--- config.mk ---
export PLATFORM = sky130hd
export DESIGN_NAME = hb_deadtime_ctrl
export DESIGN_NICKNAME = d
export VERILOG_FILES = /design/src/rtl/hb_dt_pkg.sv /design/src/rtl/hb_sync.sv /design/src/rtl/hb_dt_timer.sv /design/src/rtl/hb_gate_chan.sv /design/src/rtl/hb_deadtime_ctrl.sv
export SDC_FILE = /design/constraint.sdc
export NUM_CORES = 1
export LEC_CHECK = 0
export ABC_AREA = 1
export CAP_MARGIN = 25
export CORE_MARGIN = 2
export CORE_UTILIZATION = 55
export CTS_BUF_LIST = sky130_fd_sc_hd__clkbuf_8
export DETAILED_ROUTE_END_ITERATION = 7
export GPL_TIMING_DRIVEN = 0
export PLACE_DENSITY = 0.77
export SETUP_SLACK_MARGIN = 0.4
export SLEW_MARGIN = 20
export SYNTH_ARGS = -nofsm -noshare
export SYNTH_HDL_FRONTEND = slang
export SYNTH_SLANG_ARGS = --single-unit
--- constraint.sdc ---
create_clock -name clk -period 3 [get_ports clk]
set_clock_uncertainty 0.1 [all_clocks]
set_input_delay 0.9 -clock clk [delete_from_list [all_inputs] [get_ports clk]]
set_output_delay 0.9 -clock clk [all_outputs]
set_load 0.02 [all_outputs]
--- src/rtl/hb_dt_pkg.sv ---
package hb_dt_pkg;

  // Synchronized view of the asynchronous control inputs
  typedef struct packed {
    logic pwm_a;
    logic pwm_b;
    logic dis;
    logic pgood;
  } hb_in_t;

  localparam int HB_IN_W = $bits(hb_in_t);

  // Forced-off rule: lockout wins, disable acts while supply is good
  function automatic logic drive_enabled(input hb_in_t s);
    return s.pgood & ~s.dis;
  endfunction

  // Enable rule for one channel
  function automatic logic gate_permit(input logic own_cmd,
                                       input logic other_cmd,
                                       input logic other_gate,
                                       input logic wait_done,
                                       input logic run_ok);
    return own_cmd & ~other_cmd & ~other_gate & wait_done & run_ok;
  endfunction

endpackage

--- src/rtl/hb_sync.sv ---
module hb_sync #(
  parameter int WIDTH  = 4,
  parameter int STAGES = 2
) (
  input  logic             clk,
  input  logic             rst_n,
  input  logic [WIDTH-1:0] d_in,
  output logic [WIDTH-1:0] q_out
);

  logic [WIDTH-1:0] stage_q [STAGES];

  for (genvar s = 0; s < STAGES; s++) begin : g_stage
    if (s == 0) begin : g_first
      always_ff @(posedge clk) begin
        if (!rst_n) stage_q[s] <= '0;
        else        stage_q[s] <= d_in;
      end
    end else begin : g_next
      always_ff @(posedge clk) begin
        if (!rst_n) stage_q[s] <= '0;
        else        stage_q[s] <= stage_q[s-1];
      end
    end
  end

  assign q_out = stage_q[STAGES-1];

endmodule

--- src/rtl/hb_dt_timer.sv ---
module hb_dt_timer #(
  parameter int DT_W = 10
) (
  input  logic            clk,
  input  logic            rst_n,
  input  logic            load,
  input  logic [DT_W-1:0] load_val,
  output logic            expired
);

  logic [DT_W-1:0] count_q;

  // Reload on the opposite enable falling, otherwise count down and stop at zero
  function automatic logic [DT_W-1:0] next_count(input logic            ld,
                                                 input logic [DT_W-1:0] val,
                                                 input logic [DT_W-1:0] cur);
    if (ld)            return val;
    else if (cur != 0) return cur - 1'b1;
    else               return cur;
  endfunction

  always_ff @(posedge clk) begin
    if (!rst_n) count_q <= '0;
    else        count_q <= next_count(load, load_val, count_q);
  end

  assign expired = (count_q == '0);

  AST_TIMER_RELOAD: assert property (@(posedge clk) disable iff (!rst_n)
    load |=> count_q == $past(load_val));

  AST_TIMER_SATURATE: assert property (@(posedge clk) disable iff (!rst_n)
    (!load && expired) |=> expired);

endmodule

--- src/rtl/hb_gate_chan.sv ---
module hb_gate_chan
  import hb_dt_pkg::*;
(
  input  logic clk,
  input  logic rst_n,
  input  logic own_cmd,
  input  logic other_cmd,
  input  logic other_gate,
  input  logic wait_done,
  input  logic run_ok,
  output logic gate_q,
  output logic gate_fall
);

  logic gate_d;

  assign gate_d    = gate_permit(own_cmd, other_cmd, other_gate, wait_done, run_ok);
  assign gate_fall = gate_q & ~gate_d;

  always_ff @(posedge clk) begin
    if (!rst_n) gate_q <= 1'b0;
    else        gate_q <= gate_d;
  end

  AST_DROP_ON_CMD_LOW: assert property (@(posedge clk) disable iff (!rst_n)
    !own_cmd |=> !gate_q);

endmodule

--- src/rtl/hb_deadtime_ctrl.sv ---
module hb_deadtime_ctrl
  import hb_dt_pkg::*;
#(
  parameter int DT_W        = 10,
  parameter int SYNC_STAGES = 2
) (
  input  logic            clk,
  input  logic            rst_n,
  input  logic            pwm_a_in,
  input  logic            pwm_b_in,
  input  logic            disable_in,
  input  logic            supply_ok_in,
  input  logic [DT_W-1:0] dead_cycles,
  output logic            gate_hi_out,
  output logic            gate_lo_out
);

  localparam int NCH = 2;

  hb_in_t            raw_in;
  hb_in_t            syn_in;
  logic [HB_IN_W-1:0] syn_vec;
  logic              run_ok;
  logic [NCH-1:0]    cmd_s;
  logic [NCH-1:0]    gate_q;
  logic [NCH-1:0]    gate_fall;
  logic [NCH-1:0]    wait_done;

  assign raw_in = '{pwm_a: pwm_a_in, pwm_b: pwm_b_in, dis: disable_in, pgood: supply_ok_in};

  hb_sync #(.WIDTH(HB_IN_W), .STAGES(SYNC_STAGES)) sync_i (
    .clk   (clk),
    .rst_n (rst_n),
    .d_in  (raw_in),
    .q_out (syn_vec)
  );

  assign syn_in = hb_in_t'(syn_vec);
  assign run_ok = drive_enabled(syn_in);
  assign cmd_s  = {syn_in.pwm_b, syn_in.pwm_a};

  // Channel 0 drives the upper switch, channel 1 the lower one
  for (genvar g = 0; g < NCH; g++) begin : g_ch
    localparam int OTH = NCH - 1 - g;

    hb_dt_timer #(.DT_W(DT_W)) timer_i (
      .clk      (clk),
      .rst_n    (rst_n),
      .load     (gate_fall[OTH]),
      .load_val (dead_cycles),
      .expired  (wait_done[g])
    );

    hb_gate_chan chan_i (
      .clk        (clk),
      .rst_n      (rst_n),
      .own_cmd    (cmd_s[g]),
      .other_cmd  (cmd_s[OTH]),
      .other_gate (gate_q[OTH]),
      .wait_done  (wait_done[g]),
      .run_ok     (run_ok),
      .gate_q     (gate_q[g]),
      .gate_fall  (gate_fall[g])
    );
  end

  assign gate_hi_out = gate_q[0];
  assign gate_lo_out = gate_q[1];

  AST_NEVER_BOTH_ON: assert property (@(posedge clk) disable iff (!rst_n)
    !(gate_hi_out && gate_lo_out));

  AST_HI_RISE_AFTER_WAIT: assert property (@(posedge clk) disable iff (!rst_n)
    $rose(gate_hi_out) |-> ($past(wait_done[0]) && !$past(gate_lo_out)));

  AST_LO_RISE_AFTER_WAIT: assert property (@(posedge clk) disable iff (!rst_n)
    $rose(gate_lo_out) |-> ($past(wait_done[1]) && !$past(gate_hi_out)));

  AST_OVERLAP_BOTH_OFF: assert property (@(posedge clk) disable iff (!rst_n)
    (syn_in.pwm_a && syn_in.pwm_b) |=> (!gate_hi_out && !gate_lo_out));

  AST_DISABLE_OFF: assert property (@(posedge clk) disable iff (!rst_n)
    syn_in.dis |=> (!gate_hi_out && !gate_lo_out));

  AST_LOCKOUT_OFF: assert property (@(posedge clk) disable iff (!rst_n)
    !syn_in.pgood |=> (!gate_hi_out && !gate_lo_out));

endmodule

# Yosys cells after proc, flatten, opt, wreduce, memory -nomap -nowiden
# Memories as Yosys holds them, arrays and structs flattened.
# Cells that the tools add are included.
[word_totals]
ff_bits = 22
ram_bits = 8
output_inout_bits = 2
memories = 1
[classes]
n_addsub = 2
n_mux = 8
bitwise_logic = 20
n_reduce_logical = 6
[mem_list]
columns = ["memory", "depth", "width", "read_ports", "rd_ports_with_merged_regs", "wr", "line", "source"]
rows = [
  ["sync_i.stage_q", 2, 4, 2, 0, 2, "hb_sync.sv:11", "logic [WIDTH-1:0] stage_q [STAGES];"],
]
[ops]
columns = ["op", "n"]
rows = [
  ["$mux 10", 4],
  ["$logic_not 10->1", 2],
  ["$reduce_bool 10->1", 2],
  ["$sub 10x1->10 const B", 2],
  ["$and 1x1->1", 11],
  ["$mux 4", 2],
  ["$not 1->1", 7],
  ["$reduce_bool 2->1", 2],
  ["$mux 1", 2],
  ["$or 1x1->1", 2],
]

# Logic depth before layout (Yosys ltp)
# Gate-level depths: netlist of the first run.
[depth]
ltp_word = 8
ltp_mapped = 10
mapped_depth_nobuf = 10

# By module
# Synthesis of the first run repeated with hierarchy kept, for this count alone.
[unflattened]
cells_unflattened = 291
hier_area_um2 = 1789.2
[by_module_without_submodules]
columns = ["mod", "instances", "cells_each", "area_per_inst_um2", "seq_area_each_um2"]
rows = [
  ["hb_dt_timer", 2, 122, 716.9, 200.2],
  ["hb_sync", 1, 25, 225.2, 160.2],
  ["hb_gate_chan", 2, 10, 60.1, 20.0],
  ["hb_deadtime_ctrl", 1, 2, 10.0, 0.0],
]

# Least setup slack after synthesis of the first run
# No wires, ideal clock.
[synth_path]
path_type = "input port to flip-flop"
startpoint = "input rst_n"
endpoint = "register g_ch[0].chan_i.gate_q"
t_arrival_ps = 1366
setup_slack_ps = 1406
path_stages = 3
n_path_buf = 1
path_cell_list = "inv_1 -> clkbuf_1 -> nor2_1"
[synth_rtl]
columns = ["item", "line", "source"]
rows = [
  ["from (decl)", "hb_deadtime_ctrl.sv:8", "input logic rst_n,"],
  ["to (signal assigned)", "hb_gate_chan.sv:22", "else gate_q <= gate_d;"],
  ["to (decl)", "hb_gate_chan.sv:11", "output logic gate_q,"],
]
# No word-level cell between the ends.

# Final worst setup path of the first run
[layout_path]
startpoint = "register g_ch[1].chan_i.gate_q"
endpoint = "output gate_lo_out"
[layout_rtl]
columns = ["item", "line", "source"]
rows = [
  ["from (decl)", "hb_gate_chan.sv:11", ""],
  ["from (signal assigned)", "hb_gate_chan.sv:22", ""],
  ["to (decl)", "hb_deadtime_ctrl.sv:15", "output logic gate_lo_out"],
]
# No word-level cell between the ends.

==> results of run 1 <==
## cells in the mapped netlist
cell type  number
nand2_1        48
dfxtp_1        30
inv_1          29
nor2_1         29
nand3_1        19
a21oi_1        16
o21ai_1         7
xor2_1          7
xnor2_1         6
ha_1            3
nand2_4         3
nor2_4          3
buf_6           2
clkbuf_1        2
inv_2           2
nand2_2         2
nand3_4         2
nand3b_1        2
o21ai_0         2
or2_2           2
a21oi_2         1
nand3_2         1
nand4_1         1
nor2_2          1
nor2_8          1
nor3_1          1
## worst min-delay path by stage
stage	start	end	slack (ps)	cells after the start
after CTS	sync_i.stage_q[0][1]	sync_i.stage_q[1][1]	310	2
after detailed placement	sync_i.stage_q[0][1]	sync_i.stage_q[1][1]	300	2
after global routing	sync_i.stage_q[0][1]	sync_i.stage_q[1][1]	330	2
final	sync_i.stage_q[0][1]	sync_i.stage_q[1][1]	310	2
after floorplan	sync_i.stage_q[0][0]	sync_i.stage_q[1][0]	290	2
after global placement	sync_i.stage_q[0][1]	sync_i.stage_q[1][1]	290	2
## cell type report
type / count / area [um^2]
clock inverters: 2 / 8.76
flip-flops and latches: 30 / 601
inverters: 31 / 116
plain buffers: 4 / 30.0
fillers: 263 / 851
well taps: 31 / 38.8
multi-input cells: 157 / 860
repair buffers: 17 / 170
clock buffers: 6 / 82.6
## sequential cells by signal, summed over array words and instances, names as in the netlist
signal,flops
sync_i.stage_q,8
g_ch.chan_i.gate_q,2
g_ch.timer_i.count_q,20
## stage by stage
step                      hold WS (ps)  instances
after detailed placement           297        270
after global placement             293        270
after global routing               331        278
after CTS                          311        278
final                              310        278
after floorplan                    290        222
## where the power goes
group,internal [W],switching [W],leakage (nW),total [W]
Clock,0.000181,0.000152,0.0524,0.000333
Combinational,0.000439,0.000590,0.588,0.00103
Sequential,0.000517,0.000103,0.248,0.000620
## layout by cell type, fill, tap and decap left out, types with 3 or more instances in the layout
cell type        count
ha_1                 3
dfxtp_1             30
inv_1               30
xor2_1               7
nand3_1             19
nand2_1             48
a21oi_1             16
nor2_1              29
o21ai_1              7
xnor2_1              6
nand2_4              3
clkdlybuf4s50_1     17
nor2_4               3
clkbuf_8             6
## per-layer routing
layer / vias up / share of wire (%) / global-route usage (%)
met5: - / 0 / 0
met2: 30 / 45 / 34.1
met1: 614 / 47 / 28.7
met3: 9 / 5.1 / 8.48
met4: 0 / 2.7 / 11.6
li1: 742 / - / -
## logic make-up (layout without fill, tap and decap cells)
logic type / after synthesis / count (layout) / synth area share (%)
compound gates: 26 / 26 / 8.33
xor+xnor: 13 / 13 / 7.09
fa+ha+maj: 3 / 3 / 2.34
buf+inv: 35 / 60 / 9.11
flops: 30 / 30 / 37.4
simple gates: 115 / 115 / 35.7
==> metrics, run 1 <==
status complete, no violations; Rows 19; Die ar. 0.00337 mm^2; Pre-antenna DRT Iters 4; largest cells by area after synthesis dfxtp_1 (37%), nand2_1 (11%), inv_1 (6.8%); Synth top area share 37.4%; Max-Slew Margin vs Limit 64.2%; leak pwr 0.888 nW; fin crit period 2370 ps; slowest stage delay, CP 650 ps; Final WS setup 625 ps; Post-DRT Antenna Nets 0; layout cells sized above 1 10.9%; clock-pin slew on the worst setup and hold paths 60 ps; Max VDD drop 0.000889 V; Mean Syn Cell Area 7.24 um^2; grt ovf 0; biggest area consumer among synthesized cells dfxtp_1; Total Routed Length 3230 um; core area 0.00276 mm^2; Post-Syn Area 0.00161 mm^2; Root Buffer clkbuf_8; startpoint types flop; Mapped Nets 241; initial drt markers 43; Max FO, Critical Path 5; Post-Place Setup Slack 553 ps; Register-to-Register Setup Slack 1250 ps; # setup viols final 0; CP delay by family, top buffers and inverters; CTS max path bufs 2; crit path to gate_lo_out; initial antenna violation count 0; Detailed Place HPWL 2390 um; Worst-Skew Late Latency 290 ps; number of max-cap violations 0; Starting Density 58.3%; path length in cells of the critical path 1; fin. max-slew vios 0; first-pass GRT wire length 5690 um; sequential area share after synthesis 37.4%; final hold vios 0; num ports 18; Data required, critical path 2000 ps; fin nets 265; Worst R2R End g_ch[0].timer_i.count_q[4]; Worst Reg-to-Reg Cells 9; final instance area 0.00191 mm^2; H-tree depth 2; launch point of the worst path g_ch[1].chan_i.gate_q; DRC Markers 0; Yosys warnings 0; TritonCTS clock tree done; crit path cell chain clkdlybuf4s50_1; CTS Sinks 30; Cells after Synth 222; number of global-route vias before repair 1311; global placer's final weighted congestion 0.803; GRT Util Overall 22.8%; total power 0.00198 W; final critical-path share of the clock period 79.2%; Setup CP Type flop to output pin; Hold Path Class flop to flop; WL/cell 11.6 um; Die H 58.0 um; CTS-repair resized insts 0; Critical Path Slowest Stage Cell clkdlybuf4s50_1; reg2reg start g_ch[1].timer_i.count_q[0]; max frequency 0.421 GHz; nature of the critical path endpoint output pin; Chip Width 58.0 um; # hold bufs at CTS 0; Layout area overhead 18.7%; register bit total from synthesis 30; Vias 1395; post-CTS setup buffers 0; crit path DAT 1370 ps; Final Core Density 69.1%; placed cell area 0.00182 mm^2; RSZ-0062 raised after global routing false; setup_tns 0 ps; worst slew pin tran 537 ps; number of port buffers 17; Yosys cell types 26; largest net degree at the start of global routing 11; CTS buffer count 5; CP bufs+invs 1; Ant. Diodes 0; power per cell area 1040 mW/mm^2; Vias/cell 5.02
Note: power is estimated with default switching activity, not from simulation.
==> run 2, diff against run 1 <==
==> constraint.sdc (replaced) <==
create_clock -name clk -period 2.4 [get_ports clk]
set_clock_uncertainty 0.1 [all_clocks]
set_input_delay 0.72 -clock clk [delete_from_list [all_inputs] [get_ports clk]]
set_output_delay 0.72 -clock clk [all_outputs]
set_load 0.02 [all_outputs]
==> run 2 against run 1 <==
  * Flip-flop and latch count is the same
  * Final area barely moved
  * Worst hold slack about the same
  * Routed wire length hardly changed
  * Sequential share of layout area barely moved
  * Via count up 0.14%
  * Combinational power increased by 25%
  * Worst setup slack worse by 130 ps
  * Non-clock buffer count is the same
  * Count of clock-buffer cells in the layout unchanged
  * Critical path type unchanged
  * Critical endpoint unchanged
  * Largest cell class unchanged
  * Largest power group unchanged
==> metrics, run 2 (synthesis gave the netlist of run 1 again) <==
Rows 19 (unchanged); CTS Sinks 30 (unchanged); Ant. Diodes 0 (unchanged); number of max-cap violations 0 (unchanged); max reg flops 20 (unchanged); CP delay by family, top flip-flops (was buffers and inverters); largest net degree at the start of global routing 11 (unchanged); Hold Path Class flop to flop (unchanged); nature of the critical path endpoint output pin (unchanged); Vias 1397 (was 1395); CTS max path bufs 2 (unchanged); initial drt markers 42 (was 43); highest-count cells in the layout ignoring fill and taps nand2_1 (48), inv_1 (30), dfxtp_1 (30) (unchanged); Total Routed Length 3230 um (about the same); most common cell after layout, fill and taps aside nand2_1 (unchanged); final critical-path share of the clock period 79.5%; crit path DAT 1090 ps (was 1370 ps); fin crit period 1910 ps; Final WS setup 492 ps (was 625 ps); layout cells sized above 1 11.3% (was 10.9%); core area 0.00276 mm^2 (unchanged); crit path cell chain dlygate4sd2_1 (was clkdlybuf4s50_1); global placer's final weighted congestion 0.803 (unchanged); number of global-route vias before repair 1311 (unchanged); Largest Register g_ch.timer_i.count_q (unchanged); max frequency 0.524 GHz; H-tree depth 2 (unchanged); first-pass GRT wire length 5690 um (unchanged); CTS buffer count 5 (unchanged); TritonCTS clock tree done (unchanged); Chip Width 58.0 um (unchanged); Layout area overhead 18.6% (was 18.7%); status complete, no violations (unchanged); # setup viols final 0 (unchanged); Die ar. 0.00337 mm^2 (unchanged); setup_tns 0 ps (unchanged); Critical Path Slowest Stage Cell dfxtp_1 (was clkdlybuf4s50_1); Die H 58.0 um (unchanged); power per cell area 1300 mW/mm^2 (was 1040 mW/mm^2); clock-pin slew on the worst setup and hold paths 60 ps (about the same); Setup CP Type flop to output pin (unchanged); RSZ-0062 raised after global routing false (unchanged); DRC Markers 0 (unchanged); startpoint types flop (unchanged); num ports 18 (unchanged); leak pwr 0.901 nW (was 0.888 nW); GRT Util Overall 22.8% (unchanged); worst slew pin tran 405 ps (was 537 ps); Worst-Skew Late Latency 290 ps (about the same); Vias/cell 5.03 (was 5.02); fin nets 265 (unchanged); initial antenna violation count 0 (unchanged); Post-DRT Antenna Nets 0 (unchanged); fin. max-slew vios 0 (unchanged); post-CTS setup buffers 0 (unchanged); Detailed Place HPWL 2390 um (unchanged); slowest stage delay, CP 440 ps (was 650 ps); Max VDD drop 0.00111 V (was 0.000889 V); number of port buffers 17 (unchanged); CP bufs+invs 1 (unchanged); Max-Slew Margin vs Limit 73.0% (was 64.2%); Pre-antenna DRT Iters 4 (unchanged); Post-Place Setup Slack 133 ps (was 553 ps); final hold vios 0 (unchanged); Root Buffer clkbuf_8 (unchanged); grt ovf 0 (unchanged); Data required, critical path 1580 ps (was 2000 ps); biggest registers after layout g_ch.timer_i.count_q: 20 flops, sync_i.stage_q: 8 flops, g_ch.chan_i.gate_q: 2 flops (unchanged); WL/cell 11.6 um (about the same); Max FO, Critical Path 5 (unchanged); Starting Density 58.3% (unchanged)
## run 2: cell types whose count changed in the layout (fill, tap and decap cells not counted), sizes merged
cell	previous run	this run
dlygate4sd2	0	2
clkdlybuf4s50	17	15
## run 2: per-stage QoR
stage | instance area [um^2] | instances | hold slack [ps] | util (%) | power, W
floorplan | 1610 | 222 | 290 | - | 0.00184
global placement | 1820 | 270 | 293 | 65.8 | 0.00203
detailed placement | 1820 | 270 | 297 | 65.8 | 0.00206
CTS | 1900 | 278 | 311 | 69.1 | 0.00250
global route | 1910 | 278 | 331 | 69.1 | 0.00273
finish | 1910 | 278 | 310 | 69.1 | 0.00248
## run 2: area by class of cell
cell class / count / area (um^2)
tap: 31 / 38.8
sequential: 30 / 601
timing repair buffer: 17 / 168
fill: 265 / 852
inverter: 31 / 116
clock buffer: 6 / 82.6
clock inverter: 2 / 8.76
buffer: 4 / 31.3
multi-input combinational: 157 / 860
## run 2: per-layer routing
layer / vias to the layer above / GRT usage (%) / part of all wire, %
met5: - / 0 / 0
met4: 0 / 11.6 / 2.7
met3: 9 / 8.48 / 5.2
met2: 30 / 34.1 / 45
met1: 616 / 28.7 / 47
li1: 742 / - / -
## run 2: tightest hold or removal path, delay by kind of cell, from the launching register on
family / cells / cell delay (ps)
flip-flops: 1 / 300
AND/OR/NAND/NOR: 1 / 40
buffers and inverters: 1 / 40
## run 2: power by group
group / switching [W] / leakage [nW] / total, W / internal, W
Clock: 0.000190 / 0.0524 / 0.000416 / 0.000226
Combinational: 0.000737 / 0.601 / 0.00129 / 0.000549
Sequential: 0.000129 / 0.248 / 0.000774 / 0.000646
Total: 0.00106 / 0.901 / 0.00248 / 0.00142
## run 2: final timing paths
check / to / slack [ps] / startpoint / cells past startpoint
worst max register to register: g_ch[0].timer_i.count_q[4] / 650 / g_ch[1].timer_i.count_q[0] / 9
worst max-delay path: gate_lo_out / 490 / g_ch[1].chan_i.gate_q / 1
worst min-delay path: sync_i.stage_q[1][1] / 310 / sync_i.stage_q[0][1] / 2
worst min register to register: sync_i.stage_q[1][1] / 310 / sync_i.stage_q[0][1] / 2
## run 2: repair_timing
| item | 4_1_cts | 5_1_grt |
|---|---|---|
| cloned | 0 | 0 |
| gates resized for setup | 2 | 2 |
| hold buffers | 0 | 0 |
| endpoints found under the setup margin | 2 | 7 |
